<file path="config.mk">
export PLATFORM = sky130hd
export DESIGN_NAME = cmdword_reg_bridge
export DESIGN_NICKNAME = d
export VERILOG_FILES = /design/src/rtl/bridge_pkg.sv /design/src/rtl/bridge_cmd_reg.sv /design/src/rtl/bridge_decode.sv /design/src/rtl/bridge_regfile.sv /design/src/rtl/cmdword_reg_bridge.sv
export SDC_FILE = /design/constraint.sdc
export NUM_CORES = 1
export LEC_CHECK = 0
export BUFFER_PORTS_ARGS = -buffer_cell sky130_fd_sc_hd__buf_4
export CAP_MARGIN = 20
export CORE_MARGIN = 2
export CORE_UTILIZATION = 45
export DETAILED_ROUTE_END_ITERATION = 8
export PLACE_DENSITY = 0.83
export SKIP_CTS_REPAIR_TIMING = 1
export SYNTH_ARGS = -nofsm -noshare
export SYNTH_HDL_FRONTEND = slang
export SYNTH_HIERARCHICAL = 1
export SYNTH_SLANG_ARGS = --single-unit
</file>
<file path="constraint.sdc">
create_clock -name clk -period 2.5 [get_ports clk]
set_clock_uncertainty 0.05 [all_clocks]
set_input_delay 0.125 -clock clk [delete_from_list [all_inputs] [get_ports clk]]
set_output_delay 0.125 -clock clk [all_outputs]
set_load 0.02 [all_outputs]
</file>
<file path="src/rtl/bridge_pkg.sv">
// Package bridge_pkg
// Holds the field positions of the 64-bit command word and the register
// index names that are shared by every module of the bridge.
package bridge_pkg;
    localparam int CW_W       = 64;
    localparam int DATA_F_W   = 32;
    localparam int IDX_LSB    = 32;
    localparam int IDX_W      = 3;
    localparam int RD_BIT     = 56;
    localparam int OP_LSB     = 57;
    localparam int OP_W       = 4;
    localparam int GO_BIT     = 63;
    localparam logic [OP_W-1:0] OP_REG_ACCESS = 4'd6;

    typedef enum logic [IDX_W-1:0] {
        IX_SLV_ADDR  = 3'd0,
        IX_DATA      = 3'd1,
        IX_CTRL      = 3'd2,
        IX_CLK_STAT  = 3'd3,
        IX_SLV_ADDRX = 3'd4,
        IX_RSV5      = 3'd5,
        IX_RSV6      = 3'd6,
        IX_SOFT_RST  = 3'd7
    } reg_idx_e;
endpackage

</file>
<file path="src/rtl/bridge_cmd_reg.sv">
// Module bridge_cmd_reg
// Holds the command word and times each access.
// A write is accepted only while no access is pending.
// The go bit is cleared exactly LATENCY edges after the accepting edge.
// Assumes LATENCY >= 1.
module bridge_cmd_reg
    import bridge_pkg::*;
#(
    parameter int LATENCY = 3
) (
    input  logic                clk,
    input  logic                rst_n,
    input  logic                wr_en,
    input  logic [CW_W-1:0]     wr_word,
    input  logic                load_rd,
    input  logic [DATA_F_W-1:0] rd_val,
    output logic [CW_W-1:0]     word_q,
    output logic                done_o
);
    localparam int CNT_W = $clog2(LATENCY + 1);

    logic [CNT_W-1:0] cnt_q;
    logic             pending;

    // Pending means the go bit is set; completion happens when the count reaches 0.
    always_comb begin
        pending = word_q[GO_BIT];
        done_o  = pending && (cnt_q == '0);
    end

    // Accept new words when idle, count down the latency, finish the access.
    always_ff @(posedge clk) begin
        if (!rst_n) begin
            word_q <= '0;
            cnt_q  <= '0;
        end else if (wr_en && !pending) begin
            word_q <= wr_word;
            cnt_q  <= CNT_W'(LATENCY - 1);
        end else if (done_o) begin
            word_q[GO_BIT] <= 1'b0;
            if (load_rd) begin
                word_q[DATA_F_W-1:0] <= rd_val;
            end
        end else if (pending) begin
            cnt_q <= cnt_q - 1'b1;
        end
    end

    // a pending word is frozen until its completion edge.
    a_r3_hold_pending: assert property (@(posedge clk) disable iff (!rst_n)
        (pending && !done_o) |=> $stable(word_q));

    // the latency counter never exceeds its loaded value while pending.
    a_r2_cnt_bound: assert property (@(posedge clk) disable iff (!rst_n)
        pending |-> (int'(cnt_q) < LATENCY));
endmodule

</file>
<file path="src/rtl/bridge_decode.sv">
// Module bridge_decode
// Turns a completing command into register-file strobes.
// Only the register-access operation code produces a strobe.
// Assumes done_i is high for one cycle per access.
module bridge_decode
    import bridge_pkg::*;
(
    input  logic            done_i,
    input  logic [OP_W-1:0] op_i,
    input  logic            rd_i,
    output logic            acc_wr_o,
    output logic            acc_rd_o
);
    logic is_reg_op;

    // Split a completing register access into its write or read strobe.
    always_comb begin
        is_reg_op = (op_i == OP_REG_ACCESS);
        acc_wr_o  = done_i && is_reg_op && !rd_i;
        acc_rd_o  = done_i && is_reg_op && rd_i;
    end
endmodule

</file>
<file path="src/rtl/bridge_regfile.sv">
// Module bridge_regfile
// Models the engine registers that sit behind the bridge.
// It stores five registers at indices 0 to 4.
// Index 3 is the clock-control register on a write and the status input on a read.
// A write to index 7 clears every stored register.
// Indices 5 and 6 read as zero and ignore writes.
module bridge_regfile
    import bridge_pkg::*;
#(
    parameter int REG_W      = 8,
    parameter int NUM_STORED = 5
) (
    input  logic             clk,
    input  logic             rst_n,
    input  logic             wr_stb,
    input  logic [IDX_W-1:0] idx,
    input  logic [REG_W-1:0] wdata,
    input  logic [REG_W-1:0] status_i,
    output logic [REG_W-1:0] rdata,
    output logic [REG_W-1:0] ctl_o,
    output logic [REG_W-1:0] clk_ctl_o
);
    logic [REG_W-1:0] store_q [NUM_STORED];
    logic             soft_clr;

    // A write to the reset index is a clear of the whole file.
    always_comb begin
        soft_clr = wr_stb && (idx == IX_SOFT_RST);
    end

    for (genvar g = 0; g < NUM_STORED; g++) begin : g_reg
        // One stored register: cleared by reset or soft clear, loaded by a matching write.
        always_ff @(posedge clk) begin
            if (!rst_n || soft_clr) begin
                store_q[g] <= '0;
            end else if (wr_stb && (idx == IDX_W'(g))) begin
                store_q[g] <= wdata;
            end
        end

        // without a write strobe no stored register changes.
        a_r9_reg_hold: assert property (@(posedge clk) disable iff (!rst_n)
            !wr_stb |=> $stable(store_q[g]));
    end

    // Read mux: index 3 answers with status, reserved indices answer zero.
    always_comb begin
        case (idx)
            IX_SLV_ADDR:  rdata = store_q[0];
            IX_DATA:      rdata = store_q[1];
            IX_CTRL:      rdata = store_q[2];
            IX_CLK_STAT:  rdata = status_i;
            IX_SLV_ADDRX: rdata = store_q[4];
            default:      rdata = '0;
        endcase
    end

    // Bring the control and clock-control registers to the engine pins.
    always_comb begin
        ctl_o     = store_q[2];
        clk_ctl_o = store_q[3];
    end
endmodule

</file>
<file path="src/rtl/cmdword_reg_bridge.sv">
// Module cmdword_reg_bridge
// Top of the command-word bridge.
// Software writes a 64-bit word and polls its go bit.
// The bridge performs the indexed register access after LATENCY cycles.
// Assumes REG_W <= 32 so that a register fits the data field.
module cmdword_reg_bridge
    import bridge_pkg::*;
#(
    parameter int REG_W   = 8,
    parameter int LATENCY = 3
) (
    input  logic             clk,
    input  logic             rst_n,
    input  logic             cmd_wr_en,
    input  logic [63:0]      cmd_wr_word,
    output logic [63:0]      cmd_rd_word,
    input  logic [REG_W-1:0] eng_status_i,
    output logic [REG_W-1:0] eng_ctl_o,
    output logic [REG_W-1:0] eng_clk_ctl_o
);
    localparam int PAD_W = DATA_F_W - REG_W;

    logic [CW_W-1:0]     word_q;
    logic                done;
    logic                acc_wr;
    logic                acc_rd;
    logic [REG_W-1:0]    reg_rdata;
    logic [DATA_F_W-1:0] rd_val;

    // Zero-extend the selected register into the data field width.
    always_comb begin
        rd_val = {{PAD_W{1'b0}}, reg_rdata};
    end

    bridge_cmd_reg #(.LATENCY(LATENCY)) u_cmd (
        .clk     (clk),
        .rst_n   (rst_n),
        .wr_en   (cmd_wr_en),
        .wr_word (cmd_wr_word),
        .load_rd (acc_rd),
        .rd_val  (rd_val),
        .word_q  (word_q),
        .done_o  (done)
    );

    bridge_decode u_dec (
        .done_i   (done),
        .op_i     (word_q[OP_LSB +: OP_W]),
        .rd_i     (word_q[RD_BIT]),
        .acc_wr_o (acc_wr),
        .acc_rd_o (acc_rd)
    );

    bridge_regfile #(.REG_W(REG_W)) u_rf (
        .clk       (clk),
        .rst_n     (rst_n),
        .wr_stb    (acc_wr),
        .idx       (word_q[IDX_LSB +: IDX_W]),
        .wdata     (word_q[REG_W-1:0]),
        .status_i  (eng_status_i),
        .rdata     (reg_rdata),
        .ctl_o     (eng_ctl_o),
        .clk_ctl_o (eng_clk_ctl_o)
    );

    // Present the command word to software.
    always_comb begin
        cmd_rd_word = word_q;
    end

    // a completed read of index 3 carries the status sampled at completion.
    a_r5_status_read: assert property (@(posedge clk) disable iff (!rst_n)
        (done && word_q[RD_BIT] && (word_q[OP_LSB +: OP_W] == OP_REG_ACCESS)
         && (word_q[IDX_LSB +: IDX_W] == IX_CLK_STAT))
        |=> (cmd_rd_word[REG_W-1:0] == $past(eng_status_i)));

    // any other operation code leaves the data field untouched.
    a_r7_other_op: assert property (@(posedge clk) disable iff (!rst_n)
        (done && (word_q[OP_LSB +: OP_W] != OP_REG_ACCESS))
        |=> $stable(cmd_rd_word[DATA_F_W-1:0]));

    // completion always drops the go bit on the next edge.
    a_r2_go_clears: assert property (@(posedge clk) disable iff (!rst_n)
        done |=> !cmd_rd_word[GO_BIT]);
endmodule

</file>
==> run summary, run 1 <==
## Die
- 105 um — overall die height
- 10,100 um^2 — Core Footprint
- 0.457 — Starting Density
- 155 — IO Count
- 105 um — die width
- 37 — row cnt
- 11,100 um^2 — die area

## Worst hold path
- input pin to flip-flop — type of the tightest min-delay check

## Yosys
- 484 — number of instances in the synthesized netlist
- 9.56 um^2 — Syn Area/Cell
- 40 — EDFF count, synth
- 106 — Seq cells post-synth
- 0 — asr flop ratio synth
- 4630 um^2 — combined area of all synthesized cells
- 33 — count of distinct cell types in the synthesized netlist
- 0.545 — portion of the post-synthesis area used by sequential elements
- sky130_fd_sc_hd__dfxtp_1 — Post-synth top flop
- 6 — number of synthesis warnings

## Clocking
- 9 — cts bufs inserted
- 0.11 ns — clock-pin slew reported for the worst setup and hold paths after clock tree synthesis
- 2 — largest buffer count on any clock path
- built — clock tree from TritonCTS
- 3 — count of H-tree levels built during CTS
- 0.36 ns — Clk Latency, worst-skew pair
- sky130_fd_sc_hd__clkbuf_8 — cell at the root of the clock tree
- 106 — clock tree sinks

## Placed design
- 0.866 — routability-driven placement congestion ratio
- 0.346 ns — post-place setup slack
- 154 — number of buffer cells added on primary ports
- 8640 um — post-detail-place hpwl

## Final layout
- 0.274 — fraction of final layout cells with drive strength greater than 1
- 761 — net count reported at finish
- 0 — antenna cells
- 40.4% — signed area change from the synthesized netlist to the final layout
- 0.641 — final standard cell utilization of the core
- 799 — Filler Cell Count

## Pwr
- 0.285 — switching part of the total
- 0.00102 W — switching power summed over all nets
- 2.82 nW — Lkg Pwr
- 0.183 — portion of total power attributed to combinational logic
- 0.272 — fraction of power consumed by the clock network
- 0.545 — fraction of power consumed by sequential logic
- 553 nW/um^2 — Pwr Density
- 0.00257 W — internal power consumption
- 0.00359 W — total power after layout
- 348 uV — highest ir drop seen on vdd

## STA
- 0 — final setup vio count
- 0.866 — post-route clock period utilization
- 0.590 ns — Tightest Pin Transition
- false — setup repair after global routing missed its margin
- 462 MHz — FMAX
- 2.17 ns — final period demand of the worst path
- 4 — number of hold-slack violations in the final timing report
- -0.0221 ns — worst-case hold slack
- 0 — number of pins exceeding their max-slew limit in the final report
- 0.334 ns — post-route worst setup slack
- 0.605 — worst slew margin relative to its limit
- 0 ns — setup_tns

## GRT
- 0 — GRT Residual Overflow
- 0.219 — all-layer global routing usage
- 19,400 um — first-pass GRT wire length
- 0 — number of antenna violations at the first check in global routing
- 3,969 — number of global-route vias before repair
- 55 — pin count of the biggest net entering global routing

## Drt
- 15.8 um — Wirelength per Cell
- 13,100 um — Post-Route WL
- 0 — post-route antenna net violation count
- 5.12 — via count normalized by instance count
- 4,229 — total via count after detailed routing
- 0 — DRC viols
- 5 — number of iterations in the first detailed-routing pass
- 282 — Initial DRC Count

## Setup path
- 0.33 ns — register-to-register path setup slack
- 8 — Max Fanout on Critical Path
- flip-flop — CP endpoint kind
- 2.35 ns — endpoint arrival time on the critical path
- flip-flop — startpoint type of the worst setup path
- 2.68 ns — data required time of the critical path
- flip-flop to flip-flop — crit path kind

## Status
- complete, but fails checks — result of the run
- hold timing — violations in the final reports

## Run
- 0 — number of max-cap violations

-- power by group through the flow --
stage	Sequential, W	Clock [W]	Combinational [W]
3_3_place_gp	0.00199	0	0.000589
5_1_grt	0.00197	0.00106	0.000710
4_1_cts	0.00196	0.00100	0.000605
6_report	0.00196	0.000980	0.000657
2_1_floorplan	0.00207	0	0.000241
3_5_place_dp	0.00200	0	0.000604
-- final timing paths --
check | startpoint | end | cells after the start
worst min register to register | u_cmd/word_q[31] | u_cmd/word_q[31] | 2
worst max-delay path | u_cmd/cnt_q[0] | u_rf/store_q[3][5] | 8
worst max register to register | u_cmd/cnt_q[0] | u_rf/store_q[3][5] | 8
worst min-delay path | cmd_wr_word[35] | u_cmd/word_q[35] | 3
-- critical path, cell delays in order (launching register included) --
cell and delay [ns]:
sky130_fd_sc_hd__dfxtp_1 0.33, sky130_fd_sc_hd__inv_1 0.07, sky130_fd_sc_hd__ha_1 0.21, sky130_fd_sc_hd__and2_1 0.21, sky130_fd_sc_hd__nor4b_2 0.22, sky130_fd_sc_hd__buf_4 0.19, sky130_fd_sc_hd__nand3_1 0.12, sky130_fd_sc_hd__nor2_1 0.43
sky130_fd_sc_hd__and2_1 0.21
-- cell type report --
type                            count  area [um^2]  share of cell area
Clock buffer                        9          124              0.0191
Sequential cell                   106         2520               0.388
Tap cell                          136          170              0.0262
Timing Repair Buffer              201         1630               0.251
Multi-Input combinational cell    365         1990               0.307
Inverter                            2         7.51             0.00116
Clock inverter                      7         53.8             0.00828
-- metrics by stage --
stage | area (um^2) | std cells
final | 6500 | 826
after global routing | 6500 | 826
after CTS | 6120 | 788
after detailed placement | 5940 | 772
after global placement | 5940 | 772
after floorplan | 4720 | 507
-- routing by layer --
metal	global-route usage	wire (um)
met5	0	0
met4	0.0895	274
met3	0.0612	1230
met2	0.359	6440
met1	0.273	5130
-- cells by family (layout without fill, tap and decap cells) --
kind of cell | count (synthesis) | after routing | synth area share
other | 1 | 24 | 0.000810
AOI/OAI and AO/OA | 140 | 140 | 0.176
muxes | 16 | 16 | 0.0405
buffers and inverters | 36 | 219 | 0.0457
and+or+nand+nor | 183 | 183 | 0.187
xor gates and xnor gates | 1 | 1 | 0.00189
adders and majority gates | 1 | 1 | 0.00270
DFF | 106 | 106 | 0.545
-- registers in the layout, summed over array words and instances (netlist names) --
signal,cells
u_cmd/word_q,64
u_rf/store_q,40
u_cmd/cnt_q,2
-- cell usage after synthesis (3+ instances only) --
| library cell | count | area share |
|---|---|---|
| sky130_fd_sc_hd__a21boi_0 | 3 | 0.0049 |
| sky130_fd_sc_hd__and2_1 | 41 | 0.055 |
| sky130_fd_sc_hd__a21oi_1 | 65 | 0.070 |
| sky130_fd_sc_hd__buf_6 | 5 | 0.012 |
| sky130_fd_sc_hd__a221o_1 | 7 | 0.015 |
| sky130_fd_sc_hd__mux2_4 | 5 | 0.016 |
| sky130_fd_sc_hd__mux2i_1 | 9 | 0.019 |
| sky130_fd_sc_hd__buf_2 | 13 | 0.014 |
| sky130_fd_sc_hd__dfxtp_1 | 66 | 0.29 |
| sky130_fd_sc_hd__nand2b_1 | 6 | 0.0081 |
| sky130_fd_sc_hd__and3_1 | 3 | 0.0041 |
| sky130_fd_sc_hd__a21boi_1 | 28 | 0.045 |
| sky130_fd_sc_hd__o21ai_1 | 5 | 0.0054 |
| sky130_fd_sc_hd__nor2b_1 | 4 | 0.0054 |
| sky130_fd_sc_hd__nand3_1 | 4 | 0.0043 |
| sky130_fd_sc_hd__edfxtp_1 | 40 | 0.26 |
| sky130_fd_sc_hd__buf_4 | 6 | 0.0097 |
| sky130_fd_sc_hd__nand2_1 | 100 | 0.081 |
| sky130_fd_sc_hd__nor2_1 | 15 | 0.012 |
| sky130_fd_sc_hd__clkbuf_1 | 10 | 0.0081 |
| sky130_fd_sc_hd__o21ai_0 | 31 | 0.034 |
| sky130_fd_sc_hd__nor3_1 | 4 | 0.0043 |
-- cell usage in the layout, fill, tap and decap left out, types with 2 or more instances in the layout --
cell type and instances:
sky130_fd_sc_hd__mux2_4 5, sky130_fd_sc_hd__mux2_2 2, sky130_fd_sc_hd__a21boi_0 3, sky130_fd_sc_hd__inv_1 2
sky130_fd_sc_hd__buf_4 161, sky130_fd_sc_hd__and2_1 41, sky130_fd_sc_hd__dfxtp_1 66, sky130_fd_sc_hd__nor3_2 2
sky130_fd_sc_hd__nor2_1 15, sky130_fd_sc_hd__mux2i_1 9, sky130_fd_sc_hd__clkbuf_8 9, sky130_fd_sc_hd__buf_12 2
sky130_fd_sc_hd__a221o_1 7, sky130_fd_sc_hd__nor2b_1 3, sky130_fd_sc_hd__nand2_1 100, sky130_fd_sc_hd__nor3_1 4
sky130_fd_sc_hd__clkinv_4 3, sky130_fd_sc_hd__dlygate4sd3_1 38, sky130_fd_sc_hd__clkinv_1 2, sky130_fd_sc_hd__edfxtp_1 40
sky130_fd_sc_hd__and3_1 3, sky130_fd_sc_hd__conb_1 24, sky130_fd_sc_hd__o21ai_1 5, sky130_fd_sc_hd__nand2b_1 5
sky130_fd_sc_hd__nand3_1 4, sky130_fd_sc_hd__a21oi_1 65, sky130_fd_sc_hd__a21boi_1 28, sky130_fd_sc_hd__o21ai_0 31
Note: power is estimated with default switching activity, not from simulation.
==> inputs of run 2 (changes only) <==
- REMOVE_ABC_BUFFERS: unset -> 1
==> run 2 against run 1 <==
Against the previous run:
- the run still ends with hold timing left
- critical path depth unchanged
- sequential share of layout area is 0.22 points higher
- register-to-register slack improved by 0.05 ns
- sequential cell count unchanged
- sequential power about the same
- via count is essentially flat
- die area is the same
- wire length increased by 0.21%
- critical path type unchanged
- largest power group unchanged
==> run summary, run 2 (synthesized netlist as in run 1, its figures left out) <==
## Die
- 11,100 um^2 — die area, unchanged
- 37 — row cnt, unchanged
- 105 um — overall die height, unchanged
- 155 — IO Count, unchanged
- 105 um — die width, unchanged
- 10,100 um^2 — Core Footprint, unchanged
- 0.457 — Starting Density, unchanged

## Setup path
- 2.53 ns — data required time of the critical path, -0.15 ns
- u_cmd/cnt_q[0] — Critical Path Source
- 8 — Max Fanout on Critical Path, unchanged
- sky130_fd_sc_hd__buf_4 — cell repeated most along the worst path
- 2.15 ns — endpoint arrival time on the critical path, -0.20 ns
- flip-flop — startpoint type of the worst setup path
- 8 — number of logic stages on the critical path including buffering, unchanged
- 0.32 ns — largest stage delay on the critical path, -0.11 ns
- 8 — depth of the worst register-to-register path, unchanged
- inv_1, ha_1, and2_1, nor4b_2, buf_4, nand2_1, o21ai_0, buf_4 — cell chain of the critical path
- u_rf/store_q[4][5] — endpoint of the worst setup timing path
- 3 — sum of buffers and inverters on the critical path, +1
- 0.38 ns — register-to-register path setup slack, +0.05 ns
- flip-flop — CP endpoint kind
- flip-flop to flip-flop — crit path kind
- sky130_fd_sc_hd__dfxtp_1 — slowest stage cell, crit path
- u_rf/store_q[4][5] — destination of the worst register-to-register timing path
- u_cmd/cnt_q[0] — reg-to-reg startpoint
- buffers and inverters — family of cells with the greatest summed delay on the critical path

## Drt
- 0 — post-route antenna net violation count, unchanged
- 5.15 — via count normalized by instance count, +0.68%
- 0 — DRC viols, unchanged
- 13,100 um — Post-Route WL, +0.21%
- 16.0 um — Wirelength per Cell, +0.82%
- 216 — Initial DRC Count, -23%
- 4 — number of iterations in the first detailed-routing pass, -1
- 4,232 — total via count after detailed routing, +0.071%

## Pwr
- 0.00364 W — total power after layout, +1.3%
- 563 nW/um^2 — Pwr Density, +1.9%
- 2.81 nW — Lkg Pwr, -0.26%
- 365 uV — highest ir drop seen on vdd, +4.9%

## Final layout
- sky130_fd_sc_hd__buf_4 — leading cell type in the layout, fill and taps excluded
- 756 — net count reported at finish, -0.66%
- 2520 um^2 — Seq. cell area, unchanged
- 774 — Filler Cell Count, -3.1%
- u_cmd/word_q x64, u_rf/store_q x40, u_cmd/cnt_q x2 — Top Registers
- 1990 um^2 — Multi-input gate area, unchanged
- 0 — antenna cells, unchanged
- 64 — number of flip-flops in the largest register, unchanged
- 39.6% — signed area change from the synthesized netlist to the final layout
- 0.277 — fraction of final layout cells with drive strength greater than 1, +0.00346
- u_cmd/word_q — Biggest register
- 162 x sky130_fd_sc_hd__buf_4, 100 x sky130_fd_sc_hd__nand2_1, 66 x sky130_fd_sc_hd__dfxtp_1 — highest-count cells in the layout ignoring fill and taps
- 0.637 — final standard cell utilization of the core, -0.00358

## Placed design
- 0.916 — routability-driven placement congestion ratio, +5.7%
- 0.442 ns — post-place setup slack, +0.0967 ns
- 8620 um — post-detail-place hpwl, -0.22%
- 154 — number of buffer cells added on primary ports, unchanged

## Clocking
- 0.10 ns — clock-pin slew reported for the worst setup and hold paths after clock tree synthesis, about the same
- 106 — clock tree sinks, unchanged
- 9 — cts bufs inserted, unchanged
- built — clock tree from TritonCTS
- sky130_fd_sc_hd__clkbuf_8 — cell at the root of the clock tree
- 0.36 ns — Clk Latency, worst-skew pair, about the same
- 3 — count of H-tree levels built during CTS, unchanged
- 2 — largest buffer count on any clock path, unchanged

## GRT
- 0 — number of antenna violations at the first check in global routing, unchanged
- 3,913 — number of global-route vias before repair, -1.4%
- 0.221 — all-layer global routing usage, +0.00172
- 58 — pin count of the biggest net entering global routing, +5.5%
- 0 — GRT Residual Overflow, unchanged
- 19,400 um — first-pass GRT wire length, -0.25%

## STA
- 0.590 — worst slew margin relative to its limit, -0.0153
- 0.847 — post-route clock period utilization, -0.0189
- false — setup repair after global routing missed its margin
- 0 — number of pins exceeding their max-slew limit in the final report, unchanged
- 0 — final setup vio count, unchanged
- -0.0142 ns — worst-case hold slack, +0.00792 ns
- 2.12 ns — final period demand of the worst path, -0.0474 ns
- 0.613 ns — Tightest Pin Transition, +0.0229 ns
- 0.381 ns — post-route worst setup slack, +0.0474 ns
- 472 MHz — FMAX, +2.2%
- 0 ns — setup_tns, unchanged
- 13 — number of hold-slack violations in the final timing report, +9

## Status
- complete, but fails checks — result of the run
- hold timing — violations in the final reports

## Run
- 0 — number of max-cap violations, unchanged

## Worst hold path
- 3 — worst hold path stage count, unchanged
- input pin to flip-flop — type of the tightest min-delay check

-- run 2: changes by cell type in the layout (fill, tap and decap cells not counted), moves of 2 or more --
| cell | before | now |
|---|---|---|
| sky130_fd_sc_hd__clkinv_4 | 3 | 0 |
| sky130_fd_sc_hd__clkbuf_1 | 0 | 2 |
| sky130_fd_sc_hd__clkbuf_8 | 9 | 11 |
| sky130_fd_sc_hd__dlygate4sd3_1 | 38 | 32 |
| sky130_fd_sc_hd__clkinv_1 | 2 | 0 |
| sky130_fd_sc_hd__clkinv_2 | 0 | 2 |
-- run 2: per-stage QoR --
step	area, um^2	hold slack, ns	cells
after CTS	6140	-0.0678	789
after detailed placement	5950	0.332	773
after floorplan	4510	0.203	473
final	6460	-0.0142	821
after global placement	5950	0.322	773
after global routing	6460	-0.00216	821
-- run 2: power breakdown --
| group | switching, W | internal [W] | leakage [nW] |
|---|---|---|---|
| sequential | 0.0000787 | 0.00188 | 0.963 |
| clock | 0.000555 | 0.000476 | 0.102 |
| combinational | 0.000340 | 0.000310 | 1.75 |
| total | 0.000974 | 0.00267 | 2.81 |
-- run 2: worst min path at each step --
stage / start / to / slack (ns)
3_5_place_dp: cmd_wr_word[61] / u_cmd/word_q[61] / 0.33
4_1_cts: cmd_wr_word[47] / u_cmd/word_q[47] / -0.07
2_1_floorplan: rst_n / u_cmd/word_q[63] / 0.20
5_1_grt: cmd_wr_word[10] / u_cmd/word_q[10] / -0.002
3_3_place_gp: cmd_wr_word[49] / u_cmd/word_q[49] / 0.32
6_report: cmd_wr_word[18] / u_cmd/word_q[18] / -0.01
-- run 2: worst register-to-register path, delay by kind of cell, from the launching register on --
kind / cells / cell delay, ns
buf+inv: 3 / 0.50
flops: 1 / 0.32
compound gates: 1 / 0.28
fa+ha+maj: 1 / 0.20
simple gates: 3 / 0.49
-- run 2: final cells by class --
| type | instances | area share |
|---|---|---|
| clock buffers | 14 | 0.0285 |
| clock inverters | 2 | 0.00155 |
| inverters | 2 | 0.00116 |
| multi-input cells | 365 | 0.308 |
| flip-flops and latches | 106 | 0.390 |
| well taps | 136 | 0.0263 |
| repair buffers | 196 | 0.244 |
-- run 2: per-layer routing --
metal / part of all wire / track usage
met3: 0.090 / 0.0637
met5: 0 / 0
met1: 0.40 / 0.256
met4: 0.022 / 0.101
met2: 0.49 / 0.377
